## src/rtl/rwg_pkg.sv

```systemverilog
package rwg_pkg;

    // Prescaler length for a 32.768 kHz reference: 2^15 pulses per second.
    localparam int unsigned CHAIN_W = 15;
    // Rate phase counter needs to reach 2^14 (the 2 Hz code).
    localparam int unsigned PHASE_W = CHAIN_W - 1;

    typedef enum logic [1:0] {
        DM_RUN   = 2'd0,
        DM_HOLD  = 2'd1,
        DM_CLEAR = 2'd2
    } div_mode_e;

    typedef struct packed {
        logic [3:0]         code;
        logic [PHASE_W-1:0] phase;
    } rate_state_t;

    function automatic div_mode_e div_decode(input logic [2:0] sel);
        if (sel[2:1] == 2'b11) return DM_CLEAR;
        if (sel == 3'b010)     return DM_RUN;
        return DM_HOLD;
    endfunction

    // Period of a rate code as a power of two of reference pulses; 0 = off.
    function automatic int unsigned rate_exp(input logic [3:0] code);
        case (code)
            4'd0:    return 0;
            4'd1:    return 7;
            4'd2:    return 8;
            default: return {28'd0, code} - 32'd1;
        endcase
    endfunction

endpackage

```

## src/rtl/rwg_prescale.sv

```systemverilog
module rwg_prescale
    import rwg_pkg::*;
#(
    parameter int unsigned W = CHAIN_W
) (
    input  logic      clk,
    input  logic      rst,
    input  logic      ref_en,
    input  div_mode_e mode,
    output logic      step,
    output logic      sec_tick
);
    localparam logic [W-1:0] HALF = W'(1) << (W - 1);
    localparam logic [W-1:0] LAST = {W{1'b1}};

    logic [W-1:0] cnt;

    assign step = ref_en && (mode == DM_RUN);

    always_ff @(posedge clk) begin
        if (rst) begin
            cnt      <= HALF;
            sec_tick <= 1'b0;
        end else begin
            sec_tick <= 1'b0;
            if (mode == DM_CLEAR) begin
                cnt <= HALF;
            end else if (step) begin
                cnt      <= cnt + 1'b1;
                sec_tick <= (cnt == LAST);
            end
        end
    end
endmodule

```

## src/rtl/rwg_rate_ctr.sv

```systemverilog
module rwg_rate_ctr
    import rwg_pkg::*;
(
    input  logic        clk,
    input  logic        rst,
    input  logic        step,
    input  logic        clear,
    input  logic [3:0]  rate_sel,
    output rate_state_t st,
    output logic        per_tick
);
    int unsigned        e;
    logic [PHASE_W-1:0] lim;

    always_comb begin
        e   = rate_exp(st.code);
        lim = PHASE_W'((32'd1 << e) - 32'd1);
    end

    always_ff @(posedge clk) begin
        if (rst) begin
            st       <= '0;
            per_tick <= 1'b0;
        end else begin
            per_tick <= 1'b0;
            if (rate_sel != st.code) begin
                st.code  <= rate_sel;
                st.phase <= '0;
            end else if (clear) begin
                st.phase <= '0;
            end else if (step && st.code != 4'd0) begin
                if (st.phase == lim) begin
                    st.phase <= '0;
                    per_tick <= 1'b1;
                end else begin
                    st.phase <= st.phase + 1'b1;
                end
            end
        end
    end
endmodule

```

## src/rtl/rwg_wave_out.sv

```systemverilog
module rwg_wave_out
    import rwg_pkg::*;
(
    input  logic        clk,
    input  logic        rst,
    input  logic        sqw_en,
    input  rate_state_t st,
    output logic        sqw_out
);
    int unsigned        e;
    logic [PHASE_W-1:0] sh;
    logic               tap;

    always_comb begin
        e   = rate_exp(st.code);
        sh  = st.phase >> (e - 32'd1);
        tap = (e != 0) && sh[0];
    end

    always_ff @(posedge clk) begin
        if (rst) sqw_out <= 1'b0;
        else     sqw_out <= sqw_en && tap;
    end
endmodule

```

## src/rtl/rate_wave_gen.sv

```systemverilog
module rate_wave_gen
    import rwg_pkg::*;
(
    input  logic       clk,
    input  logic       rst,
    input  logic       ref_en,
    input  logic [2:0] div_sel,
    input  logic [3:0] rate_sel,
    input  logic       sqw_en,
    output logic       per_tick,
    output logic       sqw_out,
    output logic       sec_tick
);
    div_mode_e   mode;
    logic        step;
    rate_state_t st;

    assign mode = div_decode(div_sel);

    rwg_prescale #(.W(CHAIN_W)) u_pre (
        .clk      (clk),
        .rst      (rst),
        .ref_en   (ref_en),
        .mode     (mode),
        .step     (step),
        .sec_tick (sec_tick)
    );

    rwg_rate_ctr u_rate (
        .clk      (clk),
        .rst      (rst),
        .step     (step),
        .clear    (mode == DM_CLEAR),
        .rate_sel (rate_sel),
        .st       (st),
        .per_tick (per_tick)
    );

    rwg_wave_out u_wave (
        .clk     (clk),
        .rst     (rst),
        .sqw_en  (sqw_en),
        .st      (st),
        .sqw_out (sqw_out)
    );
endmodule

```

## config.mk

```make
export PLATFORM = sky130hd
export DESIGN_NAME = rate_wave_gen
export DESIGN_NICKNAME = d
export VERILOG_FILES = /design/src/rtl/rwg_pkg.sv /design/src/rtl/rwg_prescale.sv /design/src/rtl/rwg_rate_ctr.sv /design/src/rtl/rwg_wave_out.sv /design/src/rtl/rate_wave_gen.sv
export SDC_FILE = /design/constraint.sdc
export NUM_CORES = 1
export LEC_CHECK = 0
export BUFFER_PORTS_ARGS = -buffer_cell sky130_fd_sc_hd__buf_4
export CORE_AREA = 2 2 80 63
export DETAILED_ROUTE_END_ITERATION = 8
export DIE_AREA = 0 0 82 65
export PLACE_DENSITY = 0.79
export SYNTH_ARGS = -nofsm -noshare
export SYNTH_HDL_FRONTEND = slang
export SYNTH_SLANG_ARGS = --single-unit
```

## constraint.sdc

```tcl
create_clock -name clk -period 5.57 [get_ports clk]
set_clock_uncertainty 0.1 [all_clocks]
set_input_delay 0.2785 -clock clk [delete_from_list [all_inputs] [get_ports clk]]
set_output_delay 0.2785 -clock clk [all_outputs]
set_load 0.02 [all_outputs]
```

==> results.py, run 1 <==
metrics = {
    "sta": {
        "setup_violations": 0,
        "finalCritPeriodShare_pct": 88.37,
        "maxSlewViolCount": 0,
        "slew_headroom_pct": 51.65,
        "min_period_ns": 4.922,
        "fin_tns_setup_ns": 0,
        "clock.fmax_mhz": 203.2,
        "worst_pin_slew_ns": 0.7177,
        "hold_slack_ns": 0.1158,
        "finalHoldViolCount": 0,
        "rsz0062_at_grt": "false",
        "fin_ws_ns": 0.6475,
    },
    "placement": {
        "pre_cts_ws_ns": 0.7345,
        "dp.cells": 407,
        "place_congestion": 1.011,
        "hpwl_um": 4693,
        "placed_area_sq_um": 2867,
        "port_buffers": 13,
    },
    "global_route": {
        "met2_usage_pct": 35.98,
        "grt.busiest_layer": "met1",
        "grt_use_total_pct": 25.53,
        "grt_use_met3_pct": 4.596,
        "grt_pass1_vias": 2163,
        "use_met1_pct": 39.50,
        "antenna_found_initial": 0,
        "grt_start_max_net_pins": 15,
        "grt-ovfl-total": 0,
        "grt_pass1_wl_um": 10470,
    },
    "power_and_ir_drop": {
        "p_leak_nw": 1.086,
        "p_total_mw": 0.6784,
        "peakVddDrop_mv": 0.1584,
        "powerDensity_nw_per_um2": 227.8,
    },
    "setup_path": {
        "cp_slowest_stage_delay_ns": 0.61,
        "reg2reg_depth": 16,
        "critPathMostFrequentCell": "nor2_1",
        "cp_cell_sequence": "inv_1 > ha_1 > or4_4 > a221oi_4 > buf_4 > nor2_1 > nand3_1 > ha_1 > inv_1 > a31o_2 > a311oi_1 > xnor2_1 > nor2_1 > or4b_4 > o31ai_4 > nor2_1",
        "crit_required_ns": 5.63,
        "worstPathMaxFanout": 13,
        "r2r-start": "u_rate.st[14]",
        "regToRegSetupSlack_ns": 0.65,
        "r2r-end": "u_rate.st[8]",
        "cp-end-kind": "register",
        "crit_slowest_cell": "o31ai_4",
        "cp.arrival_ns": 4.98,
        "crit_path_start_kind": "register",
        "worstSetupPathType": "reg -> reg",
    },
    "detailed_routing": {
        "dr.first_iter.drc_count": 333,
        "drc": 0,
        "routed_via_density": 6.051,
        "num_vias": 2511,
        "postRouteWirelength_um": 6224,
        "dr.pass1.iters": 6,
        "wl_per_cell_um": 15.00,
        "ant_nets": 0,
    },
    "synth": {
        "yosysSeqAreaShare_pct": 26.17,
        "synth_area_sq_um": 2754,
        "yosysUniqueCellTypes": 59,
        "synthCells": 348,
        "synth-async-reset-ratio_pct": 0,
        "syn_nets": 372,
        "syn_avg_cell_area_sq_um": 7.913,
        "ys_warn_count": 0,
        "yosys_register_bits": 36,
        "ys.flop_type": "dfxtp_1",
        "synth_edf_count": 0,
    },
    "cells_and_area": {
        "diodes": 0,
        "fin_cells": 415,
        "nets": 378,
        "drive_gt1_share_pct": 11.55,
        "post-route-util_pct": 64.39,
        "area.growth.synth_to_final_pct": 8.133,
        "design_area_sq_um": 2978,
    },
    "flow_run": {
        "max-cap-violations": 0,
    },
    "clocking": {
        "holdBufCountCts": 0,
        "cts_made_buffers": 5,
        "clockBufferDepth": 2,
        "clk_pin_slew_worst_paths_ns": 0.07,
        "htree_levels": 2,
        "clock_latency_ns": 0.29,
        "clock_sinks": 36,
        "cts_tree": "yes",
        "cts_setup_buffers": 0,
        "cts_resized": 0,
        "clockRootBuffer": "clkbuf_8",
    },
    "floorplan": {
        "dieArea_sq_um": 5330,
        "io_pins": 14,
        "die_w_um": 82,
        "die_y_um": 65,
        "core_area_sq_um": 4624,
        "num_rows": 22,
        "start_util_pct": 59.55,
    },
    "status": {
        "status": "complete, no violations",
    },
    "worst_hold_path": {
        "whs_path_depth": 2,
        "hold_path.class": "in -> reg",
        "whs_endpoint": "u_rate.st[14]",
        "worstHoldStart": "rate_sel[0]",
    },
}
logic make-up after synthesis:
logic type	Yosys count	synth area share [%]
AND/OR/NAND/NOR	157	30.44
AO/OA/AOI/OAI	72	17.90
XOR/XNOR	41	13.54
flip-flops	36	26.17
buffers and inverters	23	3.816
adder cells (fa/ha/maj)	13	5.907
multiplexers	6	2.226
cell usage in the layout (no fill, tap or decap), drive strengths merged, types with 2 or more instances in the layout:
cell / n
nor2: 39
dfxtp: 36
nand2: 34
xor2: 24
o21ai: 21
a21oi: 20
xnor2: 16
buf: 16
ha: 13
nor2b: 12
and3: 11
nand4: 11
nor3: 10
or3: 8
nand3: 7
nor4: 7
inv: 6
a211oi: 6
mux2i: 5
clkbuf: 5
and2: 4
a31oi: 4
nor4bb: 3
a311oi: 3
or2: 2
nand2b: 2
a21o: 2
o31a: 2
a221oi: 2
routing by layer:
layer | share of wire [%] | up-vias
met5 | 0 | -
met4 | 1.0 | 0
met3 | 8.7 | 6
met2 | 42 | 115
met1 | 48 | 1135
li1 | - | 1255
critical path: cells and delay by family (launching register included):
kind	cells	cell delay (ns)
adders and majority gates	2	0.55
and+or+nand+nor	6	1.49
xor gates and xnor gates	1	0.16
AOI/OAI and AO/OA	4	1.45
buffers and inverters	3	0.48
DFF	1	0.56
cells in the mapped netlist, drive strengths merged, types with 2 or more instances:
cell	count	share of area [%]
a221oi	2	1.3
clkbuf	11	1.5
nand4	11	2.5
xnor2	16	5.1
nor2	39	5.6
nor2b	12	2.7
a211oi	6	1.8
nand2b	2	0.45
and3	11	2.5
o31a	2	0.64
nor4bb	3	1.1
nand3	7	1.3
buf	6	1.5
mux2i	5	1.8
a21oi	20	3.6
a31oi	4	0.91
and2	4	0.91
inv	6	0.82
nor4	7	1.6
a311oi	3	1.2
ha	13	5.9
or2	2	0.45
nor3	10	2.0
nand2	34	4.9
o21ai	21	3.8
a21o	2	0.55
xor2	24	7.6
or3	8	1.8
dfxtp	36	26
worst max-delay path by stage:
stage | startpoint | end | slack [ns] | cells past startpoint
2_1_floorplan | u_rate.st[14] | u_rate.st[10] | 1.20 | 17
3_3_place_gp | u_rate.st[14] | u_rate.st[11] | 0.92 | 16
3_5_place_dp | u_rate.st[14] | u_rate.st[8] | 0.73 | 16
4_1_cts | u_rate.st[14] | u_rate.st[8] | 0.71 | 16
5_1_grt | u_rate.st[14] | u_rate.st[12] | 0.31 | 16
6_report | u_rate.st[14] | u_rate.st[8] | 0.65 | 16
registers in the layout, summed over array words and instances (netlist names):
signal,flops
u_wave.sqw_out,1
u_rate.st,18
u_rate.per_tick,1
u_pre.sec_tick,1
u_pre.cnt,15
report_power, final:
| part | total (mW) | internal [mW] | leakage [nW] | switching [mW] |
|---|---|---|---|---|
| clock network | 0.232 | 0.132 | 0.0541 | 0.0994 |
| registers | 0.264 | 0.259 | 0.291 | 0.00466 |
| logic | 0.183 | 0.0740 | 0.741 | 0.109 |
| total | 0.678 | 0.465 | 1.09 | 0.213 |
area by class of cell:
class                           instances  area (sq um)
Inverter                                6         22.52
Clock inverter                          3         42.54
Multi-Input combinational cell        289          1928
Timing Repair Buffer                   16         120.1
Fill cell                             423          1647
Tap cell                               60         75.07
Clock buffer                            5         68.82
Sequential cell                        36         720.7
No activity file was read; power rests on OpenSTA's default activity.
==> run 2, diff against run 1 <==
CORE_AREA = 2 2 85 67   (was 2 2 80 63)
DIE_AREA = 0 0 87 69   (was 0 0 82 65)
SYNTH_HIERARCHICAL = 1   (was unset)
==> run 2 against run 1 <==
Against the previous run:
- wire length increased by 11%
- critical endpoint is now u_rate/st[6]
- die area increased by 13%
- sequential share of layout area is 2.4 points lower
- critical path depth is 3 lower
- setup slack gained 0.060 ns
- first-iteration DRC count down 57%
- largest cell class unchanged
- synthesized area increased by 13%
- critical path type unchanged
- non-clock buffer count is 3 lower
- clock power about the same
- combinational power grew 9%
- flip-flop and latch count unchanged
==> results.py, run 2 <==
metrics = {
    "synth": {
        "syn_avg_cell_area_sq_um": 8.727,
        "ys.flop_type": "dfxtp_1",
        "synth_area_sq_um": 3124,
        "synth_xor_area_share_pct": 9.812,
        "synth_top_cell_by_area": "dfxtp_1",
        "yosys_register_bits": 36,
        "synth.top_cell.area_share_pct": 23.07,
        "synth_common_cells": "dfxtp_1 (36), nand2_1 (36), nor2_1 (24)",
        "synth_compound_gate_area_share_pct": 19.34,
        "synthSimpleGateAreaFrac_pct": 31.72,
        "synthCells": 358,
        "ys_warn_count": 6,
        "yosysUniqueCellTypes": 83,
        "synth_adder_area_share_pct": 7.609,
        "synth_top_family_by_area": "simple AND/OR/NAND/NOR gates",
        "synth_mux_area_share_pct": 3.484,
        "syn_nets": 388,
        "yosysSeqAreaShare_pct": 23.07,
        "ys_top_cells_by_area": "dfxtp_1 (23%), ha_1 (7.6%), xnor2_1 (5.6%)",
        "synth-async-reset-ratio_pct": 0,
        "synth_edf_count": 0,
    },
    "clocking": {
        "cts_tree": "yes",
        "cts_setup_buffers": 0,
        "clock_latency_ns": 0.29,
        "cts_resized": 0,
        "clockRootBuffer": "clkbuf_8",
        "clk_pin_slew_worst_paths_ns": 0.07,
        "cts_made_buffers": 5,
        "htree_levels": 2,
        "holdBufCountCts": 0,
        "clock_sinks": 36,
        "clockBufferDepth": 2,
    },
    "flow_run": {
        "max-cap-violations": 0,
    },
    "setup_path": {
        "cp-end-kind": "register",
        "worstPathMaxFanout": 16,
        "r2r-start": "u_rate/st[14]",
        "reg2reg_depth": 13,
        "regToRegSetupSlack_ns": 0.71,
        "worstSetupPathType": "reg -> reg",
        "r2r-end": "u_rate/st[6]",
        "crit_required_ns": 5.61,
        "critPathLaunch": "u_rate/st[14]",
        "crit_path_start_kind": "register",
        "cp.arrival_ns": 4.91,
        "setup.worst_path.end": "u_rate/st[6]",
    },
    "floorplan": {
        "num_rows": 23,
        "core_area_sq_um": 5151,
        "die_y_um": 69,
        "dieArea_sq_um": 6003,
        "start_util_pct": 60.65,
        "io_pins": 14,
        "die_w_um": 87,
    },
    "placement": {
        "dp.cells": 421,
        "hpwl_um": 5181,
        "port_buffers": 13,
        "placed_area_sq_um": 3201,
        "place_congestion": 0.9650,
    },
    "cells_and_area": {
        "top_regs": "u_rate/st: 18 flops, u_pre/cnt: 15 flops",
        "multi_input_comb_area_sq_um": 2248,
        "largest_reg_flops": 18,
        "fillCellCount": 433,
        "area.growth.synth_to_final_pct": 6.007,
        "diodes": 0,
        "final_cell_mix": "nand2_1 (36), dfxtp_1 (36), nor2_1 (24), xnor2_1 (20)",
        "design_area_sq_um": 3312,
        "regArea_sq_um": 720.7,
        "fin_cells": 429,
        "nets": 396,
        "drive_gt1_share_pct": 19.07,
        "top_register": "u_rate/st",
    },
    "global_route": {
        "antenna_found_initial": 0,
        "grt_pass1_wl_um": 11960,
        "grt_use_total_pct": 24.45,
        "grt_start_max_net_pins": 18,
        "grt_pass1_vias": 2560,
        "grt-ovfl-total": 0,
    },
    "worst_hold_path": {
        "hold_path.class": "in -> reg",
    },
    "detailed_routing": {
        "ant_nets": 0,
        "num_vias": 2709,
        "routed_via_density": 6.315,
        "dr.pass1.iters": 5,
        "wl_per_cell_um": 16.14,
        "dr.first_iter.drc_count": 144,
        "postRouteWirelength_um": 6925,
        "drc": 0,
    },
    "sta": {
        "min_period_ns": 4.863,
        "finalCritPeriodShare_pct": 87.30,
        "finalHoldViolCount": 0,
        "rsz0062_at_grt": "false",
        "slew_headroom_pct": 36.96,
        "worst_pin_slew_ns": 0.9386,
        "hold_slack_ns": 0.1102,
        "setup_violations": 0,
        "clock.fmax_mhz": 205.6,
        "fin_tns_setup_ns": 0,
        "maxSlewViolCount": 0,
    },
    "power_and_ir_drop": {
        "peakVddDrop_mv": 0.1235,
        "p_leak_nw": 1.184,
        "powerDensity_nw_per_um2": 211.2,
    },
    "status": {
        "status": "complete, no violations",
    },
}
run 2: changes by cell type after synthesis, moves of 9 or more:
cell and delta:
clkbuf_1 -9, inv_1 +9, nand3_1 +12, nor2_1 -12, nor3_2 +10, o21ai_0 -13
xor2_1 -9
run 2: per-layer routing:
metal  vias up  global-route usage [%]  share of wire (%)
met5         -                       0                  0
met4         0                   7.639                1.9
met3        15                   5.749                5.2
met2        83                   37.74                 46
met1      1285                   33.56                 47
li1       1326                       -                  -
run 2: how the worst min path moves through the flow:
stage                  startpoint        endpoint  slack, ns  depth (start not counted)
global placement    u_pre/cnt[14]  u_pre/sec_tick       0.33                          2
floorplan                     rst   u_rate/st[14]       0.25                          1
global route                  rst   u_rate/st[14]       0.12                          2
detailed placement  u_pre/cnt[14]  u_pre/sec_tick       0.34                          2
finish                rate_sel[3]   u_rate/st[17]       0.11                          2
CTS                   rate_sel[3]   u_rate/st[17]       0.11                          2
run 2: final cells by class:
class | count | share of cell area [%]
multi-input combinational | 295 | 67.89
sequential | 36 | 21.76
clock buffer | 5 | 2.078
tap | 62 | 2.342
inverter | 15 | 1.700
clock inverter | 3 | 1.284
timing repair buffer | 13 | 2.947
run 2: worst max-delay path, cell delays in order, from the launching register on:
cell and delay, ns:
dfxtp_1 0.65, inv_1 0.21, ha_1 0.29, nor2b_1 0.19, a211oi_2 0.68, nand3_1 0.21
ha_1 0.33, inv_1 0.15, a31oi_2 0.08, or3_1 0.39, a311oi_2 0.29, nand4_2 0.18
nor4_4 0.85, nor3_1 0.12
run 2: report_power, final:
group	internal (mW)	total, mW	switching, mW
combinational	0.0851	0.199	0.114
clock	0.132	0.233	0.100
sequential	0.259	0.267	0.00806
total	0.477	0.700	0.223
run 2: logic make-up (layout without fill, tap and decap cells):
logic type	Yosys count	after routing
adders and majority gates	19	19
buffers and inverters	27	36
AOI/OAI and AO/OA	72	72
muxes	7	7
and+or+nand+nor	162	162
xor gates and xnor gates	35	35
DFF	36	36
run 2: per-stage QoR:
| step | utilization [%] | worst slack (ns) | power, mW |
|---|---|---|---|
| floorplan | - | 1.833 | 0.4341 |
| global placement | 62.13 | 0.9770 | 0.4642 |
| detailed placement | 62.13 | 0.7549 | 0.4683 |
| CTS | 64.29 | 0.7388 | 0.6993 |
| global route | 64.29 | 0.1883 | 0.7384 |
| finish | 64.29 | 0.7072 | 0.6996 |
==> run 3, diff against run 2 <==
--- a/config.mk
+++ b/config.mk
@@ -8,6 +8,7 @@
 export BUFFER_PORTS_ARGS = -buffer_cell sky130_fd_sc_hd__buf_4
-export CORE_AREA = 2 2 85 67
+export CORE_AREA = 2 2 84 66
+export CTS_BUF_LIST = sky130_fd_sc_hd__clkbuf_8
 export DETAILED_ROUTE_END_ITERATION = 8
-export DIE_AREA = 0 0 87 69
-export PLACE_DENSITY = 0.79
+export DIE_AREA = 0 0 86 68
+export PLACE_DENSITY = 0.81
 export SYNTH_ARGS = -nofsm -noshare
--- a/constraint.sdc
+++ b/constraint.sdc
@@ -4,2 +4,2 @@
 set_output_delay 0.2785 -clock clk [all_outputs]
-set_load 0.02 [all_outputs]
+set_load 0.01 [all_outputs]
==> run 3 against run 2 <==
Against the previous run:
- setup slack lost 0.051 ns
- final area fell by 0.11%
- power fell by 1.6%
- clock power decreased by 5%
- fmax down 1.0%
- via count fell by 2.8%
- utilization increased by 0.65 points
- die area fell by 2.6%
- global-route usage fell by 0.25 points
- hold slack gained 0.018 ns
- register-to-register slack worse by 0.05 ns
- combinational power about the same
- critical path type unchanged
- largest power group unchanged
- highest routed layer unchanged
==> results.py, run 3 (synthesized netlist as in run 2, its figures left out) <==
metrics = {
    "power_and_ir_drop": {
        "swShare_pct": 30.91,
        "pwr-share-clk_pct": 32.2,
        "p_total_mw": 0.6883,
        "powerDensity_nw_per_um2": 208.1,
        "peakVddDrop_mv": 0.1271,
        "p_leak_nw": 1.189,
        "switchingPower_mw": 0.2128,
        "seqPwrFrac_pct": 38.8,
        "power_frac_comb_pct": 29.0,
        "p_int_mw": 0.4755,
    },
    "clocking": {
        "cts_made_buffers": 5,
        "holdBufCountCts": 0,
        "htree_levels": 2,
        "clock_sinks": 36,
        "clock_latency_ns": 0.28,
        "cts_setup_buffers": 0,
        "clk_pin_slew_worst_paths_ns": 0.07,
        "cts_tree": "yes",
        "clockBufferDepth": 2,
        "clockRootBuffer": "clkbuf_8",
        "cts_resized": 0,
    },
    "sta": {
        "fin_tns_setup_ns": 0,
        "maxSlewViolCount": 0,
        "clock.fmax_mhz": 203.5,
        "worst_pin_slew_ns": 0.9881,
        "finalHoldViolCount": 0,
        "rsz0062_at_grt": "false",
        "finalCritPeriodShare_pct": 88.23,
        "hold_slack_ns": 0.1282,
        "setup_violations": 0,
        "min_period_ns": 4.914,
        "fin_ws_ns": 0.6558,
        "slew_headroom_pct": 33.63,
    },
    "cells_and_area": {
        "diodes": 0,
        "post-route-util_pct": 64.95,
        "top_register": "u_rate/st",
        "final_cell_mix": "nand2_1 (36), dfxtp_1 (36), nor2_1 (24), xnor2_1 (20)",
        "area.growth.synth_to_final_pct": 5.887,
        "drive_gt1_share_pct": 18.80,
        "nets": 396,
        "top_regs": "u_rate/st: 18 flops, u_pre/cnt: 15 flops",
        "largest_reg_flops": 18,
    },
    "setup_path": {
        "worstSetupPathType": "reg -> reg",
        "worstPathMaxFanout": 16,
        "cp_cell_sequence": "inv_1 > ha_1 > nor2b_1 > a211oi_2 > nand3_1 > ha_1 > inv_1 > a31oi_2 > or3_1 > a311oi_2 > nand4_2 > nor4_4 > nor3_1",
        "path_delay_family": "simple AND/OR/NAND/NOR gates",
        "crit_required_ns": 5.60,
        "cp_slowest_stage_delay_ns": 0.89,
        "cp.buffers_inverters": 2,
        "cp.arrival_ns": 4.94,
        "crit_slowest_cell": "nor4_4",
        "cp-end-kind": "register",
        "crit_path_start_kind": "register",
    },
    "global_route": {
        "grt_use_total_pct": 24.21,
        "grt_start_max_net_pins": 18,
        "grt-ovfl-total": 0,
        "grt_pass1_wl_um": 11270,
        "grt_pass1_vias": 2442,
        "antenna_found_initial": 0,
    },
    "floorplan": {
        "dieArea_sq_um": 5848,
        "start_util_pct": 61.34,
        "io_pins": 14,
        "num_rows": 23,
        "core_area_sq_um": 5094,
        "die_w_um": 86,
        "die_y_um": 68,
    },
    "detailed_routing": {
        "routed_via_density": 6.135,
        "dr_wl_met2_um": 2959,
        "wl_met3_um": 436,
        "postRouteWirelength_um": 6906,
        "num_vias": 2632,
        "drc": 0,
        "maxUsedRoutingLayer": "met4",
        "wl_per_cell_um": 16.10,
        "dr.first_iter.drc_count": 240,
        "ant_nets": 0,
        "met1_length_um": 3454,
        "dr.pass1.iters": 5,
    },
    "placement": {
        "pre_cts_ws_ns": 0.7498,
        "place_congestion": 1.016,
        "hpwl_um": 5162,
        "port_buffers": 13,
    },
    "worst_hold_path": {
        "hold_path.class": "in -> reg",
    },
    "status": {
        "status": "complete, no violations",
    },
    "flow_run": {
        "max-cap-violations": 0,
    },
}
[run 3: cell types whose count changed in the layout (fill, tap and decap cells not counted), sizes merged]
cell      previous run  this run
clkinvlp             1         0
inv                 15        16
[run 3: path summary, 6_finish.rpt]
path | cells past startpoint | startpoint | slack, ns | endpoint
worst max-delay path | 13 | u_rate/st[14] | 0.66 | u_rate/st[8]
worst max register to register | 13 | u_rate/st[14] | 0.66 | u_rate/st[8]
worst min-delay path | 2 | rate_sel[3] | 0.13 | u_rate/st[17]
worst min register to register | 2 | u_pre/cnt[14] | 0.37 | u_pre/sec_tick
[run 3: layout make-up]
| class | count | area, sq um |
|---|---|---|
| tap | 62 | 77.57 |
| sequential | 36 | 720.7 |
| fill | 428 | 1785 |
| multi-input combinational | 295 | 2248 |
| inverter | 15 | 56.30 |
| clock buffer | 5 | 68.82 |
| clock inverter | 3 | 38.79 |
| timing repair buffer | 13 | 97.59 |
[run 3: stage by stage]
| step | area [sq um] | cells |
|---|---|---|
| 5_1_grt | 3308 | 429 |
| 2_1_floorplan | 3124 | 358 |
| 3_5_place_dp | 3201 | 421 |
| 3_3_place_gp | 3201 | 421 |
| 6_report | 3308 | 429 |
| 4_1_cts | 3308 | 429 |
[run 3: power by group through the flow]
stage                     registers [mW]  clock network (mW)  logic, mW
final                              0.267               0.222      0.200
after global routing               0.268               0.236      0.219
after global placement             0.273                   0      0.191
after CTS                          0.267               0.225      0.197
after detailed placement           0.273                   0      0.196
after floorplan                    0.269                   0      0.165
[run 3: metal layers]
metal / GRT usage, % / up-vias
met4: 6.349 / 0
met1: 34.04 / 1214
li1: - / 1336
met2: 37.31 / 74
met3: 5.790 / 8
met5: 0 / -
